File: src/rtl/disp_host_pkg.sv
package disp_host_pkg;

  typedef struct packed {
    logic       clr;
    logic       st_go;
    logic       st_res;
    logic       blink_en;
    logic       flash_en;
    logic [2:0] bright;
  } ctrl_t;

  typedef enum logic [1:0] {
    TGT_NONE  = 2'd0,
    TGT_FLASH = 2'd1,
    TGT_CTRL  = 2'd2
  } tgt_e;

endpackage

File: src/rtl/dh_decode.sv
module dh_decode
  import disp_host_pkg::*;
#(
  parameter int AW = 5
) (
  input  logic          fsel_i,
  input  logic [AW-1:0] addr_i,
  output tgt_e          tgt_o
);

  always_comb begin
    if (!fsel_i)                                  tgt_o = TGT_FLASH;
    else if (addr_i[AW-1] && !addr_i[AW-2])       tgt_o = TGT_CTRL;
    else                                          tgt_o = TGT_NONE;
  end

endmodule

File: src/rtl/dh_wr_sync.sv
module dh_wr_sync #(
  parameter int AW          = 5,
  parameter int DW          = 8,
  parameter int SYNC_STAGES = 2
) (
  input  logic          clk_i,
  input  logic          rst_ni,
  input  logic          ce_ni,
  input  logic          wr_ni,
  input  logic          fsel_i,
  input  logic [AW-1:0] addr_i,
  input  logic [DW-1:0] data_i,
  output logic          commit_o,
  output logic          fsel_o,
  output logic [AW-1:0] addr_o,
  output logic [DW-1:0] data_o
);

  logic [SYNC_STAGES-1:0] sync_q;
  logic                   wr_q, prev_q, ce_q;

  always_ff @(posedge clk_i or negedge rst_ni) begin
    if (!rst_ni) sync_q <= '1;
    else         sync_q <= {sync_q[SYNC_STAGES-2:0], wr_ni};
  end

  assign wr_q = sync_q[SYNC_STAGES-1];

  // bus is held by the host across the strobe; keep the last low-phase sample
  always_ff @(posedge clk_i or negedge rst_ni) begin
    if (!rst_ni) begin
      prev_q <= 1'b1;
      ce_q   <= 1'b1;
      fsel_o <= 1'b0;
      addr_o <= '0;
      data_o <= '0;
    end else begin
      prev_q <= wr_q;
      if (!wr_q) begin
        ce_q   <= ce_ni;
        fsel_o <= fsel_i;
        addr_o <= addr_i;
        data_o <= data_i;
      end
    end
  end

  assign commit_o = wr_q && !prev_q && !ce_q;

endmodule

File: src/rtl/dh_flash_mem.sv
module dh_flash_mem #(
  parameter int NUM_DIGITS = 8,
  localparam int DIG_AW    = $clog2(NUM_DIGITS)
) (
  input  logic                  clk_i,
  input  logic                  rst_ni,
  input  logic                  we_i,
  input  logic [DIG_AW-1:0]     idx_i,
  input  logic                  bit_i,
  input  logic                  clr_i,
  output logic [NUM_DIGITS-1:0] flash_o
);

  for (genvar g = 0; g < NUM_DIGITS; g++) begin : g_dig
    always_ff @(posedge clk_i or negedge rst_ni) begin
      if (!rst_ni)                                   flash_o[g] <= 1'b0;
      else if (clr_i)                                flash_o[g] <= 1'b0;
      else if (we_i && idx_i == DIG_AW'(g))          flash_o[g] <= bit_i;
    end
  end

endmodule

File: src/rtl/dh_ctrl_reg.sv
module dh_ctrl_reg
  import disp_host_pkg::*;
(
  input  logic  clk_i,
  input  logic  rst_ni,
  input  logic  we_i,
  input  ctrl_t data_i,
  output ctrl_t ctrl_o,
  output logic  clear_o,
  output logic  st_start_o
);

  logic unused_ok;
  assign unused_ok = data_i.st_res;

  always_ff @(posedge clk_i or negedge rst_ni) begin
    if (!rst_ni) begin
      ctrl_o     <= '0;
      clear_o    <= 1'b0;
      st_start_o <= 1'b0;
    end else begin
      clear_o    <= we_i && data_i.clr;
      st_start_o <= we_i && data_i.st_go;
      if (we_i) begin
        ctrl_o        <= data_i;
        ctrl_o.clr    <= 1'b0;   // command bit, never held
        ctrl_o.st_res <= 1'b0;   // result comes from the stub on reads
      end
    end
  end


  clear_pulse_chk: assert property (@(posedge clk_i) disable iff (!rst_ni)
    clear_o |=> !clear_o);


  st_pulse_chk: assert property (@(posedge clk_i) disable iff (!rst_ni)
    st_start_o |=> !st_start_o);

endmodule

File: src/rtl/disp_host_regs.sv
module disp_host_regs
  import disp_host_pkg::*;
#(
  parameter int NUM_DIGITS  = 8,
  parameter int AW          = 5,
  parameter int DW          = 8,
  parameter int SYNC_STAGES = 2
) (
  input  logic                  clk_i,
  input  logic                  rst_ni,
  input  logic                  ce_ni,
  input  logic                  wr_ni,
  input  logic                  rd_ni,
  input  logic                  fsel_i,
  input  logic [AW-1:0]         addr_i,
  input  logic [DW-1:0]         data_i,
  input  logic                  st_result_i,
  output logic [DW-1:0]         rdata_o,
  output logic [2:0]            bright_o,
  output logic                  flash_en_o,
  output logic                  blink_en_o,
  output logic [NUM_DIGITS-1:0] digit_flash_o,
  output logic                  clear_o,
  output logic                  st_start_o
);

  localparam int DIG_AW = $clog2(NUM_DIGITS);

  logic          commit, wfsel;
  logic [AW-1:0] waddr;
  logic [DW-1:0] wdata;
  tgt_e          wtgt, rtgt;
  logic          flash_we, ctrl_we;
  ctrl_t         ctrl_q;

  dh_wr_sync #(.AW(AW), .DW(DW), .SYNC_STAGES(SYNC_STAGES)) u_sync (
    .clk_i, .rst_ni, .ce_ni, .wr_ni, .fsel_i, .addr_i, .data_i,
    .commit_o(commit), .fsel_o(wfsel), .addr_o(waddr), .data_o(wdata)
  );

  dh_decode #(.AW(AW)) u_wdec (.fsel_i(wfsel), .addr_i(waddr), .tgt_o(wtgt));
  dh_decode #(.AW(AW)) u_rdec (.fsel_i(fsel_i), .addr_i(addr_i), .tgt_o(rtgt));

  assign flash_we = commit && wtgt == TGT_FLASH;
  assign ctrl_we  = commit && wtgt == TGT_CTRL;

  dh_ctrl_reg u_ctrl (
    .clk_i, .rst_ni, .we_i(ctrl_we), .data_i(ctrl_t'(wdata)),
    .ctrl_o(ctrl_q), .clear_o(clear_o), .st_start_o(st_start_o)
  );

  dh_flash_mem #(.NUM_DIGITS(NUM_DIGITS)) u_flash (
    .clk_i, .rst_ni, .we_i(flash_we), .idx_i(waddr[DIG_AW-1:0]),
    .bit_i(wdata[0]), .clr_i(ctrl_we && wdata[DW-1]), .flash_o(digit_flash_o)
  );

  assign bright_o   = ctrl_q.bright;
  assign flash_en_o = ctrl_q.flash_en;
  assign blink_en_o = ctrl_q.blink_en;

  always_comb begin
    rdata_o = '0;
    if (!ce_ni && !rd_ni) begin
      unique case (rtgt)
        TGT_FLASH: rdata_o[0] = digit_flash_o[addr_i[DIG_AW-1:0]];
        TGT_CTRL: begin
          rdata_o        = DW'(ctrl_q);
          rdata_o[DW-1]  = 1'b0;
          rdata_o[5]     = st_result_i;
        end
        default: rdata_o = '0;
      endcase
    end
  end


  clear_wipes_chk: assert property (@(posedge clk_i) disable iff (!rst_ni)
    clear_o |-> digit_flash_o == '0);


  ctrl_needs_commit_chk: assert property (@(posedge clk_i) disable iff (!rst_ni)
    (ctrl_q != $past(ctrl_q)) |-> $past(ctrl_we));


  flash_needs_commit_chk: assert property (@(posedge clk_i) disable iff (!rst_ni)
    (digit_flash_o != $past(digit_flash_o)) |-> $past(commit));

endmodule

File: config.mk
export PLATFORM = sky130hd
export DESIGN_NAME = disp_host_regs
export DESIGN_NICKNAME = d
export VERILOG_FILES = /design/src/rtl/disp_host_pkg.sv /design/src/rtl/dh_decode.sv /design/src/rtl/dh_wr_sync.sv /design/src/rtl/dh_flash_mem.sv /design/src/rtl/dh_ctrl_reg.sv /design/src/rtl/disp_host_regs.sv
export SDC_FILE = /design/constraint.sdc
export NUM_CORES = 1
export LEC_CHECK = 0
export BUFFER_PORTS_ARGS = -buffer_cell sky130_fd_sc_hd__buf_2
export CAP_MARGIN = 20
export CORE_UTILIZATION = 35
export DETAILED_ROUTE_END_ITERATION = 6
export GPL_ROUTABILITY_DRIVEN = 0
export GPL_TIMING_DRIVEN = 0
export SLEW_MARGIN = 40
export SYNTH_ARGS = -nofsm -noshare
export SYNTH_HDL_FRONTEND = slang
export SYNTH_SLANG_ARGS = --single-unit
File: constraint.sdc
create_clock -name clk_i -period 2.97 [get_ports clk_i]
set_input_delay 0.297 -clock clk_i [delete_from_list [all_inputs] [get_ports clk_i]]
set_output_delay 0.297 -clock clk_i [all_outputs]
set_load 0.01 [all_outputs]
==> summary.txt, run 1 <==
Floorplanning
  • CORE AREA: ~0.0041 mm²
  • Vert. Die Dim: 68.3 µm
  • I/O pins: 43
  • Die area: between 0.004 and 0.005 mm²
  • FP Rows: 23
  • Chip Width: 68.3 µm
  • Initial Util: a little under two fifths

Job
  • Max-Cap Viols: 0

Layout
  • Filler instances: between 300 and 400
  • Multi-input combinational cell area: about 640 µm²
  • Layout Nets: between 150 and 200
  • Final Core Density: approximately 46%
  • Area Growth Syn to Fin: 24.3%
  • Non-Filler Instances: between 200 and 250
  • Antenna fix cells: 0
  • Register area: about 830 µm²
  • Fraction of layout cells with a size suffix above 1: around half

Pwr
  • P_sw: approximately 0.33 mW
  • Power share of the combinational group: 22.1%
  • Net Sw Frac: about 29%
  • Reg power frac: between 40 and 50%
  • Worst IR drop on VDD: 0.288 mV
  • Leak pwr: between 0.8 and 0.9 nW
  • Clock share of power: ~28%
  • Internal power: around 0.81 mW
  • Pwr dens: approximately 600 mW/mm²

Route
  • DR vias/cell: 5.05
  • First DRT Iteration DRCs: 48
  • Drt wl/cell: around 14 µm
  • Vias post-DR: 1131
  • Detailed-route DRC error count: 0
  • Post-Route WL: approximately 3.1 mm
  • Antenna Nets Post-Route: 0
  • First-pass DRT Iterations: 4

Place
  • Post-DP HPWL: roughly 2.2 mm
  • Placed Cells incl. Taps: between 200 and 250
  • Port Buffers: 40
  • Pre-CTS setup slack: 1.01 ns

CTS
  • Clock Tree Buf Depth: 2
  • H-tree depth: 2
  • Clock sinks: 33
  • CTS tree: done
  • Worst skew pair latency: around 0.29 ns
  • Reg clk slew, reported paths: roughly 0.07 ns
  • Inserted Clock Buffers: 5
  • Post-CTS setup buffer count: 0
  • Root buffer cell: clkbuf_8

Global route
  • Antenna violations before repair: 0
  • First-pass GRT wire length: ~5.0 mm
  • GRT Resource Usage Total: between 10% and 20%
  • Remaining Overflow, GRT: 0
  • Number of global-route vias before repair: approximately 1000
  • Largest net degree at the start of global routing: 34

Logic synthesis
  • Synthesized instance count: around 130
  • Asr flop ratio synth: 100%
  • Synthesized Nets: roughly 150
  • Most frequent cell after synthesis: dfrtp_1
  • Avg Cell Area, Syn: 12.3 µm²
  • Synth Flop Type: dfrtp_1
  • Post-synthesis cell type with the largest combined area: dfrtp_1
  • Synth warnings: 0
  • EDFF count, synth: 0
  • Syn Std Cell Area: around 0.0015 mm²
  • Area share of the leading cell type in the synthesized netlist: approximately 47%
  • Synth Register Bits: 33
  • Top post-synthesis cells by area: dfrtp_1, mux2_2, dfstp_2, and2_1, nand4_1
  • Number of distinct library cells after synthesis: 32
  • Post-synthesis sequential area ratio: 54.1%
  • Synth top cells by count: dfrtp_1, mux2_2, a21oi_1, and2_1, nand4_1

STA
  • Slew HR: approximately 55%
  • Final Cycle Share: between 70% and 80%
  • Fin. max-slew vios: 0
  • Peak Freq: between 400 and 500 MHz
  • RSZ-0062 raised after global routing: no
  • Final Setup Violations: 0
  • PnR worst setup slack: about 0.88 ns
  • Hold Vio Cnt, Final: 0
  • Slew @ Worst Pin: about 0.67 ns
  • Clock skew: approximately 0.0062 ns
  • Fin crit period: ~2.1 ns
  • Fin Setup TNS: 0 ns

Min path
  • Hold WC Path Type: in2reg
  • Hold Crit Depth: 1

Status
  • Run status: completed

Setup path
  • Crit path required time: between 2 and 3 ns
  • Worst-path fanout max: 3
  • Critical path class: reg2out
  • Worst Reg-to-Reg Cells: 4
  • CP endpoint kind: output port
  • WP data arrival: around 1.8 ns
  • R2R setup slack: just over 1 ns
  • Critical Path Source Type: flop
[power by group through the flow]
stage / Clock (mW) / Combinational (mW) / Sequential [mW]
floorplan: 0 / 0.146 / 0.580
CTS: 0.332 / 0.253 / 0.567
global route: 0.358 / 0.276 / 0.577
global placement: 0 / 0.246 / 0.570
detailed placement: 0 / 0.252 / 0.575
finish: 0.322 / 0.252 / 0.568
[repair_timing]
item                                   CTS  global route
resized for setup                        0             0
hold buffers                             0             1
endpoints found under the hold margin    0            29
[metal layers]
metal / share of wire [%] / vias up / global-route usage [%]
li1: - / 543 / -
met1: 45 / 554 / 19.2
met2: 47 / 27 / 23.3
met3: 4.7 / 7 / 4.17
met4: 3.2 / 0 / 10.9
met5: 0 / - / 0
[cell type report]
class                   count  share of cell area, %
well taps                  50                   3.28
clock buffers               6                   3.80
inverters                   5                  0.983
repair buffers             41                   11.1
multi-input cells          76                   33.4
clock inverters             2                  0.524
flip-flops and latches     33                   43.5
plain buffers              11                   3.34
[final timing paths]
kind,startpoint,endpoint
max,u_flash.flash_o[5],rdata_o[0]
min,wr_ni,u_sync.sync_q[0]
max reg2reg,u_sync.sync_q[1],u_ctrl.ctrl_o[0]
min reg2reg,u_sync.sync_q[0],u_sync.sync_q[1]
max in group asynchronous,rst_ni,u_sync.ce_q
min in group asynchronous,rst_ni,u_flash.flash_o[6]
[cells in the final DEF (no fill, tap or decap), types with 2 or more instances in the layout]
master,n
clkinv_2,2
and2_1,8
clkbuf_8,5
dfrtp_1,29
inv_1,5
buf_2,39
mux2_2,19
nand2_1,5
buf_4,5
nor2b_1,2
nand3b_1,2
o41ai_1,2
o21ai_0,3
clkbuf_1,7
nand4_1,8
dfstp_2,4
a31o_2,2
a21oi_1,8
o31ai_1,2
[state kept, by name (all words and copies together), names as in the netlist]
register           cells
u_sync.sync_q          2
u_sync.prev_q          1
u_sync.data_o          7
u_sync.addr_o          5
u_sync.ce_q            1
u_sync.fsel_o          1
u_flash.flash_o        8
u_ctrl.st_start_o      1
u_ctrl.ctrl_o          6
u_ctrl.clear_o         1
[through the flow]
step	cell area [µm²]	power (mW)	hold WS (ns)
floorplan	1540	0.726	0.00141
global placement	1800	0.816	0.347
detailed placement	1810	0.827	0.348
CTS	1890	1.15	0.0923
global route	1910	1.21	0.0884
finish	1910	1.14	0.0984
[kinds of logic (layout without fill, tap and decap cells)]
family / Yosys count / in the layout / synth area share, %
multiplexers: 21 / 21 / 16.0
AO/OA/AOI/OAI: 20 / 20 / 8.47
other: 1 / 1 / 0.244
buffers and inverters: 16 / 65 / 5.37
AND/OR/NAND/NOR: 34 / 34 / 15.8
flip-flops: 33 / 33 / 54.1
[worst max-delay path, cell delays in order, from the launching register on]
cell and delay [ns]:
dfrtp_1 0.40, mux4_2 0.47, or2_2 0.29, a32o_1 0.22, buf_2 0.14
No activity file was read; power rests on OpenSTA's default activity.
==> run 2, diff against run 1 <==
- ABC_AREA: unset -> 1
- clock period: 2.97 -> 1.92 ns (I/O delays scaled with it)
==> run 2 against run 1 <==
Sequential power rose by 50%. Critical endpoint is now u_flash.flash_o[6]. Register-to-register slack lost 0.68 ns. Clock skew increased by 0.0017 ns. Final cell count increased by 27%. Cell area down 0.46%. Global-route usage up 0.62 points. Critical path type is now reg2reg.
==> summary.txt, run 2 <==
Pwr
  • P_sw: ~0.46 mW
  • Leak pwr: ~1 nW
  • Net Sw Frac: around 26%
  • Worst IR drop on VDD: 0.456 mV
  • Pwr dens: around 950 mW/mm²
  • Internal power: 1.33 mW
  • Reg power frac: around 47%
  • Power share of the combinational group: approximately 16%
  • Clock share of power: approximately 37%

Layout
  • Fraction of layout cells with a size suffix above 1: about 28%
  • Multi-input combinational cell area: approximately 540 µm²
  • Antenna fix cells: 0
  • Largest reg by FF count: u_flash.flash_o
  • Register area: between 800 and 900 µm²
  • Final Instance Area: 0.00190 mm²
  • Layout Nets: approximately 250
  • Most frequent cells in the layout: nand2_1, buf_2, dfrtp_1, inv_1, nand3_1
  • Area Growth Syn to Fin: 26.6%
  • Filler instances: around 420
  • Leading registers by flop count: u_flash.flash_o (8), u_sync.data_o (7), u_ctrl.ctrl_o (6)
  • Commonest non-fill, non-tap cell in the layout: nand2_1
  • Max reg flops: 8
  • Final Core Density: 46.8%

CTS
  • Reg clk slew, reported paths: around 0.060 ns
  • H-tree depth: 2
  • Clock sinks: 33
  • CTS tree: done
  • Post-CTS sizing: 0
  • Root buffer cell: clkbuf_8
  • Inserted Clock Buffers: 5
  • Clock Tree Buf Depth: 2
  • Worst skew pair latency: roughly 0.28 ns

Floorplanning
  • Chip Width: around 67 µm
  • I/O pins: 43
  • Initial Util: a little under two fifths
  • Vert. Die Dim: about 67 µm
  • FP Rows: 23
  • CORE AREA: just over 0.004 mm²
  • Die area: approximately 0.0046 mm²

Setup path
  • CP max-delay cell: dfstp_2
  • Critical Path Source Type: flop
  • Worst-path fanout max: 9
  • Critical path class: reg2reg
  • CP endpoint kind: flop
  • Crit path required time: about 2.1 ns
  • Worst path max stage delay: between 0.6 and 0.7 ns
  • Crit path cell chain: inv_2, nor2_4, nand2_2, nor2_4, nand2_2, nand3_1, o21ai_1
  • WP data arrival: ~1.7 ns

Global route
  • Number of global-route vias before repair: 1151
  • M2 GR Usage: between 20 and 25%
  • GR peak layer: met2
  • Largest net degree at the start of global routing: 34
  • Remaining Overflow, GRT: 0
  • M1 GR Usage: between 20% and 30%
  • Met3 usage: under 10%
  • Antenna violations before repair: 0
  • GRT Resource Usage Total: ~16%
  • First-pass GRT wire length: 5.31 mm

Logic synthesis
  • Synth Flop Type: dfrtp_1
  • Asr flop ratio synth: 100%
  • Top post-synthesis cells by area: dfrtp_1, nand2_1, dfstp_2, inv_1, nand3_1
  • Syn Std Cell Area: ~0.0015 mm²
  • Most frequent cell after synthesis: nand2_1
  • Area share of the leading cell type in the synthesized netlist: around half
  • Synthesized Nets: between 200 and 250
  • Number of distinct library cells after synthesis: 19
  • Synth Register Bits: 33
  • Avg Cell Area, Syn: ~8 µm²
  • Post-synthesis cell type with the largest combined area: dfrtp_1
  • Synthesized instance count: between 150 and 200
  • Synth top cells by count: nand2_1, dfrtp_1, inv_1
  • EDFF count, synth: 0
  • Post-synthesis sequential area ratio: 55.3%
  • Synth warnings: 0

Place
  • Post-DP HPWL: approximately 2.3 mm
  • Pre-CTS setup slack: between 0.3 and 0.4 ns
  • Port Buffers: 40
  • Post-DP Area: 0.00176 mm²

Route
  • Vias post-DR: approximately 1300
  • Drt wl/cell: 11.1 µm
  • First DRT Iteration DRCs: between 60 and 70
  • Antenna Nets Post-Route: 0
  • First-pass DRT Iterations: 4
  • Post-Route WL: approximately 3.2 mm
  • DR vias/cell: ~4.5
  • Detailed-route DRC error count: 0

Job
  • Max-Cap Viols: 0

STA
  • Fin crit period: ~1.6 ns
  • PnR worst setup slack: roughly 0.34 ns
  • Final Cycle Share: 82.0%
  • Fin Setup TNS: 0 ns
  • Hold slack: roughly 0.1 ns
  • Final Setup Violations: 0
  • RSZ-0062 raised after global routing: no
  • Slew @ Worst Pin: just over 0.7 ns
  • Fin. max-slew vios: 0
  • Slew HR: a little over half
  • Peak Freq: around 630 MHz
  • Hold Vio Cnt, Final: 0
  • Clock skew: between 0.007 and 0.008 ns

Status
  • Run status: completed

Min path
  • Hold WC Path Type: in2reg
run 2: power groups by stage:
stage	sequential, mW	clock [mW]	combinational [mW]
after floorplan	0.865	0	0.156
after global placement	0.859	0	0.282
after detailed placement	0.861	0	0.287
after CTS	0.850	0.679	0.291
after global routing	0.861	0.715	0.331
final	0.850	0.660	0.286
run 2: area by class of cell:
class                           count  area share, %
Clock inverter                      1           1.58
Timing Repair Buffer               42           11.6
Buffer                              7           2.17
Sequential cell                    33           43.7
Clock buffer                        7           4.54
Multi-Input combinational cell    122           28.6
Tap cell                           50           3.29
Inverter                           23           4.54
run 2: kinds of logic after synthesis:
kind of cell	after synthesis	share of synthesized area, %
compound gates	21	7.00
buf+inv	30	8.50
flops	33	55.3
other cells	1	0.250
simple gates	100	28.9
run 2: worst paths after layout:
check / from / end / slack (ns) / cells past startpoint
min in group asynchronous: rst_ni / u_flash.flash_o[6] / 0.49 / 2
setup reg to reg: u_sync.sync_q[1] / u_flash.flash_o[6] / 0.34 / 7
setup / recovery: u_sync.sync_q[1] / u_flash.flash_o[6] / 0.34 / 7
hold reg to reg: u_sync.sync_q[0] / u_sync.sync_q[1] / 0.36 / 0
max in group asynchronous: rst_ni / u_flash.flash_o[0] / 0.96 / 2
hold / removal: data_i[3] / u_sync.data_o[3] / 0.1 / 3
run 2: timing repair:
item                      CTS  global route
hold buffers                2             0
hold endpoints to repair   30             0
setup buffers               0             0
run 2: through the flow:
step,power [mW],std cells
after detailed placement,1.15,275
after CTS,1.82,285
after floorplan,1.02,185
after global placement,1.14,275
final,1.80,285
after global routing,1.91,285
run 2: routing by layer:
metal / share of wire, % / wire [µm]
met1: 47 / 1490
met2: 48 / 1530
met3: 3.2 / 100
met4: 1.7 / 53
met5: 0 / 0
run 2: worst max-delay path: cells and delay by family, from the launching register on:
kind	cells	cell delay [ns]
buffers and inverters	1	0.08
AOI/OAI and AO/OA	1	0.08
and+or+nand+nor	5	0.66
DFF	1	0.63
==> run 3, diff against run 2 <==
- clock period: 1.92 -> 1.5 ns (I/O delays scaled with it)
==> run 3 against run 2 <==
Sequential share of layout area decreased by 1.6 points. Routed wire length grew 1.8%. Clock-buffer cell count did not move.
==> summary.txt, run 3 (synthesis gave the netlist of run 2 again) <==
Status
  • Run status: completed

Layout
  • Leading registers by flop count: u_flash.flash_o (8), u_sync.data_o (7), u_ctrl.ctrl_o (6)
  • Final Instance Area: 0.00197 mm²
  • Commonest non-fill, non-tap cell in the layout: nand2_1
  • Area Growth Syn to Fin: 31.3%
  • Layout Nets: approximately 260
  • Filler instances: 413
  • Antenna fix cells: 0
  • Final Core Density: about half
  • Fraction of layout cells with a size suffix above 1: 31.7%
  • Most frequent cells in the layout: nand2_1, buf_2, dfrtp_1, inv_1, nor2_1
  • Largest reg by FF count: u_flash.flash_o
  • Max reg flops: 8

STA
  • Final Cycle Share: a little over nine tenths
  • Peak Freq: about 700 MHz
  • Hold Vio Cnt, Final: 0
  • Fin crit period: between 1 and 1.5 ns
  • RSZ-0062 raised after global routing: yes
  • Fin. max-slew vios: 0
  • Slew @ Worst Pin: 0.722 ns
  • Clock skew: slightly below 0.006 ns
  • Final Setup Violations: 0
  • Slew HR: just over 50%

Pwr
  • Leak pwr: approximately 1.1 nW
  • P_sw: 0.601 mW
  • Internal power: between 1.5 and 2 mW
  • Pwr dens: between 1000 and 1500 mW/mm²
  • Worst IR drop on VDD: about 0.56 mV
  • Power share of the combinational group: roughly 17%
  • Net Sw Frac: 25.9%
  • Clock share of power: about 36%
  • Reg power frac: ~47%

CTS
  • Reg clk slew, reported paths: approximately 0.060 ns
  • Worst skew pair latency: 0.28 ns
  • Root buffer cell: clkbuf_8
  • H-tree depth: 2
  • Clock Tree Buf Depth: 2
  • CTS tree: done
  • Clock sinks: 33
  • Inserted Clock Buffers: 5

Route
  • DR vias/cell: between 4 and 5
  • First DRT Iteration DRCs: between 90 and 100
  • Drt wl/cell: around 11 µm
  • First-pass DRT Iterations: 4
  • Post-Route WL: about 3.2 mm
  • Antenna Nets Post-Route: 0
  • Vias post-DR: 1285
  • Detailed-route DRC error count: 0

Global route
  • Antenna violations before repair: 0
  • Number of global-route vias before repair: approximately 1200
  • Remaining Overflow, GRT: 0
  • Largest net degree at the start of global routing: 34
  • GRT Resource Usage Total: ~16%
  • First-pass GRT wire length: ~5.3 mm

Setup path
  • R2R Path End: u_flash.flash_o[6]
  • Crit path required time: roughly 1.7 ns
  • R2R setup slack: between 0.07 and 0.08 ns
  • Worst Reg-to-Reg Cells: 7
  • Worst-path fanout max: 7
  • CP endpoint kind: flop
  • WP data arrival: between 1.5 and 2 ns
  • Critical Path Source Type: flop
  • R2R Path Start: u_sync.sync_q[1]
  • Critical path class: reg2reg

Floorplanning
  • Chip Width: 67.5 µm
  • I/O pins: 43
  • FP Rows: 23
  • Initial Util: 37.0%
  • Die area: 0.00456 mm²
  • CORE AREA: between 0.004 and 0.005 mm²
  • Vert. Die Dim: slightly below 70 µm

Place
  • Post-DP HPWL: ~2.3 mm
  • Port Buffers: 40
  • Post-DP Area: 0.00176 mm²

Min path
  • Hold Crit Depth: 3
  • Hold WC Path Type: in2reg
  • Worst hold path endpoint: u_sync.data_o[3]
  • Hold path startpoint: data_i[3]

Job
  • Max-Cap Viols: 0
-- run 3: cell count changes in the layout (fill, tap and decap cells not counted), sizes merged --
cell | before | now
buf | 44 | 49
-- run 3: final cells by class --
class,count,area (µm²),share of cell area [%]
Multi-Input combinational cell,122,577,29.3
Tap cell,50,62.6,3.17
Buffer,7,41.3,2.09
Timing Repair Buffer,47,258,13.1
Clock buffer,7,86.3,4.38
Clock inverter,1,30.0,1.52
Sequential cell,33,831,42.1
Inverter,23,86.3,4.38
-- run 3: stage by stage --
step	total power, mW	hold WS [ns]	setup WS, ns	std cells	setup TNS [ns]
floorplan	1.31	-0.146	0.179	185	0
global placement	1.46	0.244	-0.0244	275	-0.103
detailed placement	1.47	0.245	-0.0613	275	-0.223
CTS	2.33	0.0491	0.00812	286	0
global route	2.47	0.0710	-0.0261	290	-0.0570
finish	2.32	0.0595	0.0777	290	0
-- run 3: worst max path at each step --
stage,start,endpoint,cells past startpoint
after floorplan,u_sync.sync_q[1],u_flash.flash_o[0],7
after global placement,u_sync.sync_q[1],u_flash.flash_o[7],7
after detailed placement,u_sync.sync_q[1],u_flash.flash_o[6],7
after CTS,u_sync.sync_q[1],u_flash.flash_o[6],7
after global routing,u_flash.flash_o[6],rdata_o[0],7
final,u_sync.sync_q[1],u_flash.flash_o[6],7
-- run 3: power by group through the flow --
stage / sequential (mW) / clock (mW) / combinational (mW)
floorplan: 1.11 / 0 / 0.199
global placement: 1.10 / 0 / 0.361
detailed placement: 1.10 / 0 / 0.367
CTS: 1.09 / 0.869 / 0.377
global route: 1.10 / 0.922 / 0.449
finish: 1.09 / 0.842 / 0.391
-- run 3: layer usage --
layer	up-vias	global-route usage, %	part of all wire (%)
li1	674	-	-
met1	586	21.9	48
met2	20	24.8	48
met3	5	4.56	3.0
met4	0	6.38	1.4
met5	-	0	0
-- run 3: critical path: stages, from the launching register on --
cell and delay [ns]:
dfstp_2 0.56, inv_2 0.06, nor2_4 0.12, nand2_2 0.08, nor2_4 0.19, nand2_4 0.11
nand3_1 0.09, o21ai_1 0.08
-- run 3: repair_timing --
item | CTS | global route
pin swaps | 0 | 7
endpoints found under the setup margin | 8 | 11
gates resized for setup | 0 | 7
buffers inserted | 1 | 4
hold endpoints to repair | 30 | 0
hold buffers | 2 | 0
